### src/rtl/scb_pkg.sv
`timescale 1ns/1ps
package scb_pkg;
    localparam int ADDR_W     = 32;
    localparam int WORD_BYTES = 4;
    localparam int LINE_BYTES = 16;

    localparam int BSEL_W  = $clog2(WORD_BYTES);
    localparam int WPL     = LINE_BYTES / WORD_BYTES;
    localparam int WIDX_W  = $clog2(WPL);
    localparam int WA_W    = ADDR_W - BSEL_W;
    localparam int LINE_W  = WA_W - WIDX_W;
    localparam int WORD_W  = 8 * WORD_BYTES;
    localparam int LDATA_W = 8 * LINE_BYTES;

    typedef logic [LINE_W-1:0] line_addr_t;

    typedef struct packed {
        line_addr_t          line;
        logic [LDATA_W-1:0]  data;
        logic [LINE_BYTES-1:0] mask;
    } slot_t;

    typedef struct packed {
        line_addr_t        line;
        logic [WIDX_W-1:0] widx;
    } word_loc_t;

    function automatic word_loc_t locate(input logic [WA_W-1:0] wa);
        word_loc_t r;
        r.line = wa[WA_W-1:WIDX_W];
        r.widx = wa[WIDX_W-1:0];
        return r;
    endfunction

    // Write enabled bytes of one word into a line slot.
    function automatic slot_t overlay(input slot_t base,
                                      input logic [WIDX_W-1:0] widx,
                                      input logic [WORD_W-1:0] wdata,
                                      input logic [WORD_BYTES-1:0] wmask);
        slot_t r;
        r = base;
        for (int w = 0; w < WPL; w++) begin
            for (int b = 0; b < WORD_BYTES; b++) begin
                if (w == int'(widx) && wmask[b]) begin
                    r.data[8*(w*WORD_BYTES+b) +: 8] = wdata[8*b +: 8];
                    r.mask[w*WORD_BYTES+b]          = 1'b1;
                end
            end
        end
        return r;
    endfunction

    function automatic logic [WORD_W-1:0] word_data(input slot_t s,
                                                    input logic [WIDX_W-1:0] widx);
        return s.data[WORD_W*widx +: WORD_W];
    endfunction

    function automatic logic [WORD_BYTES-1:0] word_mask(input slot_t s,
                                                        input logic [WIDX_W-1:0] widx);
        return s.mask[WORD_BYTES*widx +: WORD_BYTES];
    endfunction
endpackage

### src/rtl/scb_line_match.sv
`timescale 1ns/1ps
module scb_line_match
    import scb_pkg::*;
#(
    parameter int DEPTH = 8
) (
    input  logic [DEPTH-1:0] slot_live,
    input  line_addr_t       slot_line [DEPTH],
    input  line_addr_t       probe,
    output logic [DEPTH-1:0] hits
);
    for (genvar i = 0; i < DEPTH; i++) begin : g_cmp
        assign hits[i] = slot_live[i] && (slot_line[i] == probe);
    end
endmodule

### src/rtl/scb_youngest_pick.sv
`timescale 1ns/1ps
module scb_youngest_pick #(
    parameter int DEPTH = 8,
    localparam int PTR_W = $clog2(DEPTH)
) (
    input  logic [DEPTH-1:0] hits,
    input  logic [PTR_W-1:0] head,
    output logic             found,
    output logic [PTR_W-1:0] idx
);
    // Walk from oldest to youngest; the last match seen is the youngest.
    always_comb begin
        found = 1'b0;
        idx   = '0;
        for (int i = 0; i < DEPTH; i++) begin
            logic [PTR_W-1:0] p;
            p = head + PTR_W'(i);
            if (hits[p]) begin
                found = 1'b1;
                idx   = p;
            end
        end
    end
endmodule

### src/rtl/store_combine_buf.sv
`timescale 1ns/1ps
module store_combine_buf
    import scb_pkg::*;
#(
    parameter int                DEPTH = 8,          // power of two, >= 2
    parameter logic [ADDR_W-1:0] WC_LO = 32'h0000_1000,
    parameter logic [ADDR_W-1:0] WC_HI = 32'h0000_1FFF
) (
    input  logic                  clk,
    input  logic                  rst,
    input  logic                  st_valid,
    output logic                  st_ready,
    input  logic [WA_W-1:0]       st_waddr,
    input  logic [WORD_W-1:0]     st_data,
    input  logic [WORD_BYTES-1:0] st_mask,
    input  logic [WA_W-1:0]       ld_waddr,
    input  logic [WORD_BYTES-1:0] ld_mask,
    output logic                  ld_hit,
    output logic                  ld_retry,
    output logic [WORD_W-1:0]     ld_data,
    output logic                  cw_valid,
    input  logic                  cw_ready,
    output logic [LINE_W-1:0]     cw_line,
    output logic [LDATA_W-1:0]    cw_data,
    output logic [LINE_BYTES-1:0] cw_mask
);
    localparam int PTR_W = $clog2(DEPTH);
    localparam int OCC_W = $clog2(DEPTH + 1);

    slot_t             slots [DEPTH];
    line_addr_t        slot_line [DEPTH];
    logic [DEPTH-1:0]  live;
    logic [PTR_W-1:0]  head, tail;
    logic [OCC_W-1:0]  occ;

    for (genvar i = 0; i < DEPTH; i++) begin : g_line
        assign slot_line[i] = slots[i].line;
    end

    // ---------------- store side ----------------
    word_loc_t        st_loc;
    logic [DEPTH-1:0] st_hits;
    logic             st_found;
    logic [PTR_W-1:0] st_idx;
    logic             in_wc, can_merge, full, take, alloc, pop;
    slot_t            fresh;

    assign st_loc = locate(st_waddr);

    scb_line_match #(.DEPTH(DEPTH)) u_st_match (
        .slot_live (live),
        .slot_line (slot_line),
        .probe     (st_loc.line),
        .hits      (st_hits)
    );

    scb_youngest_pick #(.DEPTH(DEPTH)) u_st_pick (
        .hits  (st_hits),
        .head  (head),
        .found (st_found),
        .idx   (st_idx)
    );

    always_comb begin
        in_wc     = ({st_waddr, {BSEL_W{1'b0}}} >= WC_LO) &&
                    ({st_waddr, {BSEL_W{1'b0}}} <= WC_HI);
        can_merge = in_wc && st_found && (st_idx != head);
        full      = (occ == OCC_W'(DEPTH));
        st_ready  = can_merge || !full;
        take      = st_valid && st_ready;
        alloc     = take && !can_merge;
        fresh     = '0;
        fresh.line = st_loc.line;
    end

    // ---------------- drain side ----------------
    assign cw_valid = live[head];
    assign cw_line  = slots[head].line;
    assign cw_data  = slots[head].data;
    assign cw_mask  = slots[head].mask;
    assign pop      = cw_valid && cw_ready;

    // ---------------- load probe ----------------
    word_loc_t        ld_loc;
    logic [DEPTH-1:0] ld_hits;
    logic             ld_found;
    logic [PTR_W-1:0] ld_idx;
    logic             covers;

    assign ld_loc = locate(ld_waddr);

    scb_line_match #(.DEPTH(DEPTH)) u_ld_match (
        .slot_live (live),
        .slot_line (slot_line),
        .probe     (ld_loc.line),
        .hits      (ld_hits)
    );

    scb_youngest_pick #(.DEPTH(DEPTH)) u_ld_pick (
        .hits  (ld_hits),
        .head  (head),
        .found (ld_found),
        .idx   (ld_idx)
    );

    always_comb begin
        covers   = (word_mask(slots[ld_idx], ld_loc.widx) & ld_mask) == ld_mask;
        ld_hit   = ld_found && covers;
        ld_retry = ld_found && !covers;
        ld_data  = ld_hit ? word_data(slots[ld_idx], ld_loc.widx) : '0;
    end

    // ---------------- state ----------------
    always_ff @(posedge clk) begin
        if (rst) begin
            for (int i = 0; i < DEPTH; i++) slots[i] <= '0;
            live <= '0;
            head <= '0;
            tail <= '0;
            occ  <= '0;
        end else begin
            if (take) begin
                if (can_merge) begin
                    slots[st_idx] <= overlay(slots[st_idx], st_loc.widx, st_data, st_mask);
                end else begin
                    slots[tail] <= overlay(fresh, st_loc.widx, st_data, st_mask);
                    live[tail]  <= 1'b1;
                    tail        <= tail + 1'b1;
                end
            end
            if (pop) begin
                live[head] <= 1'b0;
                head       <= head + 1'b1;
            end
            occ <= occ + OCC_W'(alloc) - OCC_W'(pop);
        end
    end
endmodule

### config.mk
export PLATFORM = sky130hd
export DESIGN_NAME = store_combine_buf
export DESIGN_NICKNAME = d
export VERILOG_FILES = /design/src/rtl/scb_pkg.sv /design/src/rtl/scb_line_match.sv /design/src/rtl/scb_youngest_pick.sv /design/src/rtl/store_combine_buf.sv
export SDC_FILE = /design/constraint.sdc
export NUM_CORES = 2
export LEC_CHECK = 0
export CAP_MARGIN = 20
export CORE_UTILIZATION = 55
export DETAILED_ROUTE_END_ITERATION = 8
export PLACE_DENSITY = 0.73
export SLEW_MARGIN = 20
export SYNTH_ARGS = -nofsm -noshare
export SYNTH_HDL_FRONTEND = slang
export SYNTH_HIERARCHICAL = 1
export SYNTH_SLANG_ARGS = --single-unit
export TNS_END_PERCENT = 50
### constraint.sdc
create_clock -name clk -period 8.68 [get_ports clk]
set_clock_uncertainty 0.2 [all_clocks]
set_input_delay 1.736 -clock clk [delete_from_list [all_inputs] [get_ports clk]]
set_output_delay 1.736 -clock clk [all_outputs]
set_load 0.02 [all_outputs]
# == Word-level counts from Yosys, hierarchy flattened ==
# Memories as Yosys holds them, arrays and structs flattened. A register that Yosys moved wholly into a read port is not among the register bits.
# Index checks and enable logic that the tools add are counted.
# word_totals
inputBits,104
n_memories,1
wordCells,490
out_inout_bits,208
regBits,18
ram_bits,1376
# op_classes
mux,349
shifts,2
n_eq_ne,39
reduce_logical,67
n_bitwise,5
add_sub_neg,10
magnitude_cmp,13
# memory_table
name,words,width,rd,rd_ports_with_merged_regs,wr,line_no,rtl
slots,8,172,10,1,8,store_combine_buf.sv:30,slot_t slots [DEPTH];
# op_table
op,n
$mux W8,132
$eq A28 B28 Y1,16
$mux W172,2
$reduce_or A172 Y1,2
$mux W1,173
$shiftx A128 B8 Y32,1
$ne A4 B4 Y1 const B,16
$mux W3,20
$bmux W1 S3,17
$logic_and A1 B1 Y1,42
$lt A3 B4 Y1 const B,9
$reduce_and A2 Y1,18
$mux W17,2
$ge A32 B13 Y1 const B,1
$le A32 B13 Y1 const B,1
$mux W32,1
$shiftx A16 B5 Y4,1
$add A3 B3 Y3 const B,4
$and A8 B8 Y8,1
$not A8 Y8,1
$or A8 B8 Y8,1
$add A3 B1 Y3 const B,2
$add A3 B2 Y3 const B,2
$demux W1 S3,2
other kinds (14),18

# == Longest topological paths before layout ==
# An unclocked memory read counts as a cell.
# depth
ltp_word,24
mapped_depth,22
depth_no_buf,20

# == By module ==
# The synthesis kept the hierarchy.
# by_module_without_submodules
mod,n_inst,cells_per_inst,area_per_inst_um2
store_combine_buf,1,4630,70352.5
scb_line_match,2,332,2723.9
scb_youngest_pick,2,75,684.4

# == Worst setup path before layout ==
# Ideal clock, no wire load.
# synth_path
kind,input -> output
startpoint,in ld_waddr[22]
endpoint,out ld_data[10]
stages,21
t_arrival_ps,5986
slack_ps,758
path_cell_list,buf_2 -> xor2_1 -> nor3_1 -> nand4_1 -> nor4_2 -> mux4_1 -> mux2_2 -> nor3b_1 -> o311ai_1 -> a31oi_1 -> buf_2 -> buf_4 -> buf_4 -> buf_2 -> nand3_1 -> o221ai_1 -> a211oi_1 -> o21ai_0 -> nand4_1 -> clkbuf_1 -> nor3_1
# synth_between
elab_chain_len,18
# synth_lines
element,line_no,rtl
"start, declared",store_combine_buf.sv:16,"input logic [WA_W-1:0] ld_waddr,"
$eq A28 B28 Y1 (*),scb_line_match.sv:13,assign hits[i] = slot_live[i] && (slot_line[i] == probe);
$logic_and A1 B1 Y1 (*),scb_line_match.sv:13,
named net ld_hits[5],store_combine_buf.sv:85,logic [DEPTH-1:0] ld_hits;
$bmux W1 S3,scb_youngest_pick.sv:18,if (hits[p]) begin
$mux W1 (implied by the code),scb_youngest_pick.sv:18,
$mux W3 (7 in a row),scb_youngest_pick.sv:18,
$mux W3 (*),scb_youngest_pick.sv:18,
named net ld_idx[0],store_combine_buf.sv:87,logic [PTR_W-1:0] ld_idx;
$mem_v2 Z8 W172 (*),n/a,
$shiftx A16 B5 Y4,scb_pkg.sv:60,return s.mask[WORD_BYTES*widx +: WORD_BYTES];
$and A4 B4 Y4,store_combine_buf.sv:107,"covers = (word_mask(slots[ld_idx], ld_loc.widx) & ld_mask) == ld_mask;"
$eq A4 B4 Y1,store_combine_buf.sv:107,
$logic_and A1 B1 Y1,store_combine_buf.sv:108,ld_hit = ld_found && covers;
$mux W32 (*),store_combine_buf.sv:110,"ld_data = ld_hit ? word_data(slots[ld_idx], ld_loc.widx) : '0;"
"end, declared",store_combine_buf.sv:20,"output logic [WORD_W-1:0] ld_data,"
# Mark *: on every way through the listed nets, which the timed path passes. The rest lies on a longest branch. The select of a mux whose other input is x is not followed.

# == Worst setup path in the final report ==
# layout_path
startpoint,in st_waddr[5]
endpoint,out st_ready
# layout_between
elab_chain_len,15
# layout_lines
element,line_no,rtl
"start, declared",store_combine_buf.sv:13,"input logic [WA_W-1:0] st_waddr,"
$eq A28 B28 Y1 (*),scb_line_match.sv:13,
$logic_and A1 B1 Y1 (*),scb_line_match.sv:13,
named net st_hits[4],store_combine_buf.sv:42,logic [DEPTH-1:0] st_hits;
$bmux W1 S3,scb_youngest_pick.sv:18,
$mux W1 (implied by the code),scb_youngest_pick.sv:18,
$mux W3 (7 in a row),scb_youngest_pick.sv:18,
$mux W3 (*),scb_youngest_pick.sv:18,
named net st_idx[0],store_combine_buf.sv:44,logic [PTR_W-1:0] st_idx;
$ne A3 B3 Y1 (*),store_combine_buf.sv:67,can_merge = in_wc && st_found && (st_idx != head);
$logic_and A1 B1 Y1 (*),store_combine_buf.sv:67,
$logic_or A1 B1 Y1 (*),store_combine_buf.sv:69,st_ready = can_merge || !full;
"end, declared",store_combine_buf.sv:12,"output logic st_ready,"
# Marked as above.

==> insert_results.sql <==
INSERT INTO impl_metrics (metric_group, metric, value, unit) VALUES
('yosys', 'yosys_warnings', '6', ''),
('critical_path', 'worst_ep_arrival_time', '6.88', 'ns'),
('worst_hold_path', 'whs_path_depth', '3', ''),
('sta', 'finalWorstSetupSlack', '-0.1366', 'ns'),
('yosys', 'asyncSetResetFlopFracSynth', '0', '%'),
('floorplanning', 'num_io_pins', '312', ''),
('routing', 'vias_after_detailed_routing', '55990', ''),
('critical_path', 'worst-setup-path-type', 'input port to primary output', ''),
('global_route', 'antenna_found_initial', '13', ''),
('placement', 'port_buffers', '311', ''),
('critical_path', 'worstSetupStartpointType', 'input port', ''),
('sta', 'period_share', '101.6', '%'),
('critical_path', 'worstPathMaxFanout', '8', ''),
('status', 'violations', 'setup timing', ''),
('critical_path', 'rr_worst_depth', '18', ''),
('clock_tree', 'clk_latency', '0.79', 'ns'),
('global_route', 'grt_usage', '39.12', '%'),
('clock_tree', 'clkSlewWorstSetupHoldPaths', '0.05', 'ns'),
('routing', 'wl_per_cell', '33.86', 'um'),
('final_layout', 'drive_gt1_share', '33.49', '%'),
('critical_path', 'worst_setup_path_startpoint', 'st_waddr[5]', ''),
('routing', 'dr_wl_met3', '37.22', 'mm'),
('clock_tree', 'ctsRootBufferMaster', 'sky130_fd_sc_hd__clkbuf_16', ''),
('yosys', 'synth_common_cells', 'sky130_fd_sc_hd__edfxtp_1, sky130_fd_sc_hd__nor2_1, sky130_fd_sc_hd__mux4_2, sky130_fd_sc_hd__xor2_1, sky130_fd_sc_hd__clkbuf_1', ''),
('placement', 'detail_placement_hpwl', '191.8', 'mm'),
('sta', 'max_slew_violation_total_from_the_final_report', '0', ''),
('clock_tree', 'cts_inserted_buffers', '150', ''),
('final_layout', 'multiInputGateArea', '34560', 'um2'),
('placement', 'place_ws', '-1.211', 'ns'),
('power', 'ir_worst_vdd', '208.3', 'uV'),
('final_layout', 'syn_to_final_growth', '24.59', '%'),
('sta', 'maxClockFrequency', '0.1134', 'GHz'),
('yosys', 'post-synth-top-area-cell', 'sky130_fd_sc_hd__edfxtp_1', ''),
('floorplanning', 'initial_util', '55.37', '%'),
('worst_hold_path', 'hp-class', 'flop to flop', ''),
('yosys', 'synth_seq_area_share', '54.09', '%'),
('floorplanning', 'floorplan.die.width', '376.6', 'um'),
('critical_path', 'critical_path_required', '6.74', 'ns'),
('power', 'internal_power', '0.01362', 'W'),
('yosys', 'most_common_flop_cell_mapped_by_yosys', 'sky130_fd_sc_hd__edfxtp_1', ''),
('clock_tree', 'clkSinkCount', '1397', ''),
('routing', 'postRouteAntennaNets', '0', ''),
('routing', 'dr.max_layer_used', 'met5', ''),
('status', 'outcome', 'finished with violations', ''),
('power', 'p_switching', '0.005420', 'W'),
('yosys', 'postSynthRegisterBits', '1397', ''),
('critical_path', 'crit_path_frequent_cell', 'sky130_fd_sc_hd__buf_4', ''),
('floorplanning', 'dieHeight', '376.6', 'um'),
('floorplanning', 'core', '139400', 'um2'),
('yosys', 'synthesis.instances', '5444', ''),
('clock_tree', 'htree_num_levels', '4', ''),
('yosys', 'synth.net_count', '5560', ''),
('clock_tree', 'max-clock-path-buffers', '3', ''),
('routing', 'met1_length', '94.27', 'mm'),
('placement', 'gp_congestion', '1.040', ''),
('power', 'p_comb_share', '23.2', '%'),
('yosys', 'area_of_the_mapped_netlist', '77170', 'um2'),
('routing', 'dr.pass1.iters', '6', ''),
('global_route', 'vias_in_the_first_global_route', '54410', ''),
('critical_path', 'end_kind', 'primary output', ''),
('yosys', 'synth-edff-count', '1376', ''),
('power', 'p_sw_share', '28.47', '%'),
('final_layout', 'layout.nets', '6344', ''),
('critical_path', 'path_delay_family', 'buffers and inverters', ''),
('critical_path', 'critical_path_buf_inv_count', '6', ''),
('clock_tree', 'cts_tree', 'yes', ''),
('sta', 'timing.max_slew.rel_slack', '29.07', '%'),
('sta', 'setup_viol', '27', ''),
('power', 'seq_power_share', '42.4', '%'),
('routing', 'finalWirelength', '278.4', 'mm'),
('yosys', 'yosysMostFrequentCell', 'sky130_fd_sc_hd__edfxtp_1', '');
==> sequential cells by signal (all words and copies together) (netlist names), named ones only <==
signal,flops
head,3
live,8
slots,1376
occ,4
tail,3
==> metrics by stage <==
step / total power, W / setup TNS [ns] / utilization (%) / cell area (um2) / cells
2_1_floorplan: 0.01033 / 0 / - / 77170 / 5444
3_3_place_gp: 0.01223 / -35.31 / 63.93 / 89090 / 7879
3_5_place_dp: 0.01227 / -38.43 / 63.96 / 89130 / 7881
4_1_cts: 0.01889 / -0.5412 / 68.56 / 95540 / 8197
5_1_grt: 0.01944 / -4.133 / 68.99 / 96140 / 8220
6_report: 0.01904 / -1.554 / 68.99 / 96140 / 8222
==> power groups by stage <==
stage	clock network [W]	registers (W)	logic (W)
6_report	0.00655	0.00807	0.00442
4_1_cts	0.00656	0.00805	0.00429
3_3_place_gp	0	0.00816	0.00407
3_5_place_dp	0	0.00819	0.00409
2_1_floorplan	0	0.00802	0.00231
5_1_grt	0.00681	0.00809	0.00454
==> layer usage <==
| layer | vias to the layer above | global-route usage, % |
|---|---|---|
| li1 | 22260 | - |
| met1 | 28240 | 50.66 |
| met2 | 4586 | 60.78 |
| met3 | 888 | 10.57 |
| met4 | 20 | 20.47 |
| met5 | - | 0 |
==> placed cells by master (no fill, tap or decap), drive strengths merged, types with 8 or more instances in the layout <==
master	instances
nor2	1176
nor4	87
clkdlybuf4s50	244
mux4	696
a21o	134
xor2	310
nor3	68
or2	11
a21oi	42
nand4	53
mux2	189
inv	25
nor3b	8
nor2b	20
buf	807
dfxtp	21
bufinv	16
xnor2	153
o21ai	9
a22oi	18
and2	229
clkbuf	192
dlygate4sd2	14
nand2	149
a31oi	12
nand3	54
clkinv	56
edfxtp	1376
ha	11
mux2i	77
a211oi	16
==> repair_timing <==
action	in CTS	in global routing
setup endpoints to repair	34	35
resized for setup	388	112
setup buffers	46	24
hold buffers	0	0
pin swaps	40	42
gates cloned	8	3
==> final timing paths <==
check	endpoint	slack (ns)
setup / recovery	st_ready	-0.14
hold / removal	occ[3]	0.41
setup reg to reg	slots[5][46]	2.38
hold reg to reg	occ[3]	0.41
==> area by class of cell <==
| cell class | count | share of cell area [%] |
|---|---|---|
| Sequential cell | 1397 | 43.43 |
| Multi-Input combinational cell | 3578 | 35.94 |
| Timing Repair Buffer | 1083 | 12.96 |
| Clock buffer | 182 | 4.150 |
| Tap cell | 1876 | 2.441 |
| Clock inverter | 85 | 1.006 |
| Inverter | 18 | 0.07027 |
| Antenna cell | 3 | 0.007808 |
==> tightest hold or removal path, stage by stage (launching register included) <==
cell                      delay [ns]
sky130_fd_sc_hd__dfxtp_1        0.31
sky130_fd_sc_hd__ha_1           0.13
sky130_fd_sc_hd__xor2_1         0.07
sky130_fd_sc_hd__nor2_1         0.07
==> kinds of logic after synthesis <==
kind of cell | count (synthesis) | share of synthesized area, %
and+or+nand+nor | 1878 | 11.03
DFF | 1397 | 54.09
muxes | 962 | 24.10
buffers and inverters | 469 | 2.852
xor gates and xnor gates | 463 | 5.255
AOI/OAI and AO/OA | 263 | 2.474
adders and majority gates | 12 | 0.2043
Power figures use the tool's default switching activity.
